File: config.mk
export PLATFORM = sky130hd
export DESIGN_NAME = bus_mailbox
export DESIGN_NICKNAME = d
export VERILOG_FILES = /design/src/rtl/bus_mailbox.sv
export SDC_FILE = /design/constraint.sdc
export NUM_CORES = 1
export LEC_CHECK = 0
export BUFFER_PORTS_ARGS = -buffer_cell sky130_fd_sc_hd__buf_2
export CAP_MARGIN = 5
export CORE_AREA = 5 5 53 55
export DETAILED_ROUTE_END_ITERATION = 10
export DIE_AREA = 0 0 58 60
export GPL_ROUTABILITY_DRIVEN = 0
export PLACE_DENSITY = 0.76
export SLEW_MARGIN = 20
export SYNTH_ARGS = -nofsm -noshare
export SYNTH_HDL_FRONTEND = slang
export SYNTH_SLANG_ARGS = --single-unit
File: constraint.sdc
create_clock -name clk -period 4.1 [get_ports clk]
set_clock_uncertainty 0.15 [all_clocks]
set_input_delay 0.615 -clock clk [delete_from_list [all_inputs] [get_ports clk]]
set_output_delay 0.615 -clock clk [all_outputs]
set_load 0.005 [all_outputs]
File: src/rtl/bus_mailbox.sv
module bus_mailbox #(
  parameter int AW        = 4,
  parameter int MBOX_WORD = 2
) (
  input  logic          clk,
  input  logic          rst_n,
  input  logic          bus_cs_n,
  input  logic          bus_ds_n,
  input  logic          bus_rw,
  input  logic [AW-1:0] bus_addr,
  input  logic [7:0]    bus_din,
  output logic [7:0]    bus_dout,
  output logic          bus_doe,
  output logic          irq,
  input  logic          ack,
  output logic [7:0]    mbox_data,
  output logic          overrun
);

  localparam logic [AW-1:0] MBOX_A = AW'(MBOX_WORD);
  localparam logic [AW-1:0] STAT_A = AW'(MBOX_WORD + 1);

  logic [1:0] cs_sy, ds_sy, rw_sy;
  logic       ds_q;
  logic       wr_armed, st_armed;
  logic [7:0] cap;
  logic       commit_wr, commit_st, sel_mbox, sel_stat, strobe_on;

  always_ff @(posedge clk or negedge rst_n)
    if (!rst_n) begin
      cs_sy <= 2'b11;
      ds_sy <= 2'b11;
      rw_sy <= 2'b11;
      ds_q  <= 1'b1;
    end else begin
      cs_sy <= {cs_sy[0], bus_cs_n};
      ds_sy <= {ds_sy[0], bus_ds_n};
      rw_sy <= {rw_sy[0], bus_rw};
      ds_q  <= ds_sy[1];
    end

  assign strobe_on = !cs_sy[1] && !ds_sy[1];
  assign commit_wr = ds_sy[1] && !ds_q && wr_armed;
  assign commit_st = ds_sy[1] && !ds_q && st_armed;

  always_ff @(posedge clk or negedge rst_n)
    if (!rst_n) begin
      wr_armed <= 1'b0;
      st_armed <= 1'b0;
      cap      <= 8'h00;
    end else if (ds_sy[1]) begin
      wr_armed <= 1'b0;
      st_armed <= 1'b0;
    end else if (strobe_on) begin
      if (!rw_sy[1] && bus_addr == MBOX_A) begin
        wr_armed <= 1'b1;
        cap      <= bus_din;
      end
      if (rw_sy[1] && bus_addr == STAT_A)
        st_armed <= 1'b1;
    end

  always_ff @(posedge clk or negedge rst_n)
    if (!rst_n) begin
      mbox_data <= 8'h00;
      irq       <= 1'b0;
      overrun   <= 1'b0;
    end else begin
      if (commit_wr) begin
        mbox_data <= cap;
        irq       <= 1'b1;
        if (irq && !ack) overrun <= 1'b1;
      end else begin
        if (ack) irq <= 1'b0;
        if (commit_st) overrun <= 1'b0;
      end
    end

  assign sel_mbox = bus_addr == MBOX_A;
  assign sel_stat = bus_addr == STAT_A;
  assign bus_doe  = !bus_cs_n && !bus_ds_n && bus_rw && (sel_mbox || sel_stat);
  assign bus_dout = sel_mbox ? mbox_data :
                    sel_stat ? {6'b0, overrun, irq} : 8'h00;

endmodule


======== Word-level counts from Yosys, hierarchy flattened ========
Cells that the tools add are included.
cells by class
  bitwise logic cells ..................... 1
  muxes and demuxes ....................... 13
  reductions and logical operators ........ 27
  equality and inequality tests ........... 3
operator list
  kind                  number
  $mux W1               11
  $logic_and A1 B1 Y1   10
  $reduce_bool A2 Y1    5
  $eq A4 B2 Y1 const B  2
  $mux W8               1
  $logic_not A1 Y1      7
  $reduce_and A2 Y1     3
  $reduce_and A3 Y1     1
  $mux W2               1
  $ne A2 B1 Y1 const B  1
  $logic_or A1 B1 Y1    1
  $not A1 Y1            1
storage, ports and cells
  input port bits ......................... 18
  output and inout bits ................... 19
  flip-flop bits (word level) ............. 27
  logic and storage cells ................. 54

======== Longest topological paths before layout ========
  word-level depth ........................ 5
  depth in mapped cells ................... 3
  gate-level depth less buffers ........... 3

======== Worst setup path before layout ========
No wires, ideal clock.
  path kind ............................... input to output
  from .................................... input port bus_addr[3]
  to ...................................... output port bus_doe
  data required time ...................... 3.335 ns
  stages on the path ...................... 2
  path buffers ............................ 0
  setup slack ............................. 1.991 ns
  data arrival time ....................... 1.344 ns
  cells stage by stage .................... or3b_4 > nor4b_1
on the way
  longest elaborated chain between the ends .. 3
  elaborated cells on any way between the ends .. 4
  those cells by class .................... 2 x eq/ne; 2 x reduce/logical
ends and longest elaborated chain
  what                             line    text
  start, declared                  10      input logic [AW-1:0] bus_addr,
  $eq A4 B2 Y1 (on tied branches)  79, 80
  $logic_or A1 B1 Y1 *             81      assign bus_doe = !bus_cs_n && !bus_ds_n && bus_rw && (sel_mbox || sel_stat);
  $logic_and A1 B1 Y1 *            81
  end, declared                    13      output logic bus_doe,
Every way passes the cells marked *; elsewhere a longest branch is shown, timed or not.

======== Worst setup path in the final report ========
  from .................................... input port bus_addr[0]
  to ...................................... output port bus_dout[5]
on the way
  longest elaborated chain between the ends .. 2
ends and longest elaborated chain
  what           line  text
  $eq A4 B2 Y1   79    assign sel_mbox = bus_addr == MBOX_A;
  $mux W8        82    assign bus_dout = sel_mbox ? mbox_data :
  end, declared  12    output logic [7:0] bus_dout,
Every way passes these cells.

==> out/results.tsv <==
metric	value	unit
Sw Share	23.1	%
crit path DAT	1.57	ns
Syn Nets	90	
crit path cell chain	buf_2 > nor4b_4 > and2_2 > buf_2	
hpwl dp	1520	um
Resized Gates After CTS	0	
via count	681	
status	complete, no violations	
relative slew slack	62.4	%
library cells used by synthesis	19	
largest net degree at the start of global routing	28	
Logic pwr share	10.7	%
WP data required	3.34	ns
Placed Cells	138	
Final setup viols	0	
Die ar.	0.00348	mm^2
final net count	131	
area fraction of the dominant cell type after synthesis	46.9	%
net load switching power	107	uW
Yosys warnings	0	
WS Path Type	input port to output pin	
final core utilization	56.0	%
cell mode on critical path	buf_2	
Seq/Total Area, Yosys	64.2	%
GRT Total Usage	12.1	%
wire length per cell	13.3	um
Ports	37	
CTS tree	built	
fillers	213	
Final Max Slew Viols	0	
critical path capture point type	output pin	
DR pass1 iterations	4	
Cells after Synth	72	
Setup TNS Final	0	ns
core area	0.00234	mm^2
Starting Density	45.5	%
clk_lat worst skew	0.31	ns
top fanout value on the critical path	7	
top-count cell post-synth	dfrtp_1	
fraction of registers with async set/reset	100	%
Fin. Hold Viols	0	
Inserted Clock Buffers	3	
Clock transition at path regs	0.14	ns
Post-CTS Hold Buffers	0	
main flop type after synthesis	dfrtp_1	
post-place instance area	0.00128	mm^2
root buffer cell	clkbuf_4	
ratio of cells with drive above 1 in the final layout	64.3	%
WHS	0.122	ns
number of DRC markers in iteration 0	19	
PortBufs	36	
H-tree depth	1	
CP max stage cell	nor4b_4	
Vias/cell	4.80	
crit path launch type	input port	
final wirelength	1890	um
Max-cap violations	0	
non-filler instance count after layout	142	
worst hold path type	input port to async pin	
peak supply drop	225	uV
post-synth top area cell	dfrtp_1	
global route total overflow	0	
Pleak	0.705	nW
Int Pwr	356	uW
final worst slack	1.76	ns
most common library cells after synthesis	20 x dfrtp_1, 16 x mux2_2, 7 x dfstp_2	
Clk network pwr share	23.6	%
RSZ-0062 raised after global routing	no	
Ant. Diodes	0	
f_max	428	MHz
total power	463	uW
Final period util	57.0	%
fin area	0.00131	mm^2
Reg power frac	65.6	%
Pwr Density	353	mW/mm^2
post-synthesis average cell area	14.8	um^2
max incr delay on CP	0.49	ns
Synth area leaders	dfrtp_1 47%, dfstp_2 17%, mux2_2 17%	
clk buf depth	2	
clock sinks	27	
Die Ht	60	um
final critical-path required period	2.34	ns
Die W	58	um
Seq cells post-synth	27	
Layout area overhead	23.0	%
Rows	18	
initial antenna violation count	0	
DRC Markers	0	
Routed Antenna Nets	0	
pre-CTS setup slack	1.72	ns
mapped cell area	0.00107	mm^2
EDFF count, synth	0	
vias in the first global route	737	
first-pass GRT wire length	3190	um
Setup Buffers After CTS	0	
worst-margin pin slew	0.565	ns
==> worst max-delay path, delay by kind of cell <==
family	cells	cell delay, ns
and+or+nand+nor	2	0.71
buffers and inverters	2	0.25
==> area by class of cell <==
class,instances,area [um^2],share of cell area (%)
inverters,4,15.0,1.15
well taps,30,37.5,2.86
clock buffers,3,22.5,1.72
repair buffers,36,180,13.7
clock inverters,1,5.00,0.382
flip-flops and latches,27,684,52.2
multi-input cells,41,367,28.0
==> power groups by stage <==
| stage | Combinational, mW | Clock, mW | Sequential [mW] |
|---|---|---|---|
| finish | 0.0497 | 0.110 | 0.304 |
| global route | 0.0557 | 0.123 | 0.307 |
| CTS | 0.0513 | 0.116 | 0.305 |
| detailed placement | 0.0512 | 0 | 0.310 |
| global placement | 0.0492 | 0 | 0.308 |
| floorplan | 0.0241 | 0 | 0.307 |
==> cell usage in the layout, fill, tap and decap left out, drive strengths merged <==
master	count
nand2	4
and2	6
mux2i	2
dfstp	7
mux2	16
clkbuf	3
o2bb2ai	1
a21oi	1
dfrtp	20
nor2b	1
o21ai	2
nor3	1
or3b	1
buf	36
a31oi	1
nor4b	2
inv	4
nor2	2
clkinv	1
or3	1
==> logic make-up (layout without fill, tap and decap cells) <==
| kind of cell | count (synthesis) | in the layout | synth area share, % |
|---|---|---|---|
| buffers and inverters | 4 | 44 | 1.41 |
| multiplexers | 18 | 18 | 18.8 |
| AND/OR/NAND/NOR | 18 | 18 | 12.8 |
| AO/OA/AOI/OAI | 5 | 5 | 2.82 |
| flip-flops | 27 | 27 | 64.2 |
==> layer usage <==
layer  GRT usage (%)  wire (um)  vias up
li1                -          -      330
met2            22.4       1060       12
met4            3.97          8        0
met3            3.02        100        2
met1            13.5        725      337
met5               0          0        -
==> sequential cells by signal, summed over array words and instances (netlist names), 2 cells and up <==
signal / cells
rw_sy: 2
cap: 8
cs_sy: 2
mbox_data: 8
ds_sy: 2
==> final timing paths <==
kind                       slack (ns)           end  depth (start not counted)         from
max                              1.76   bus_dout[5]                          4  bus_addr[0]
min                              0.12        cap[1]                          1        rst_n
max reg2reg                      2.42  mbox_data[5]                          3     ds_sy[1]
min reg2reg                      0.21      cs_sy[1]                          0     cs_sy[0]
max in group asynchronous        3.30          ds_q                          1        rst_n
min in group clk                 0.21      cs_sy[1]                          0     cs_sy[0]
Power figures use the tool's default switching activity.
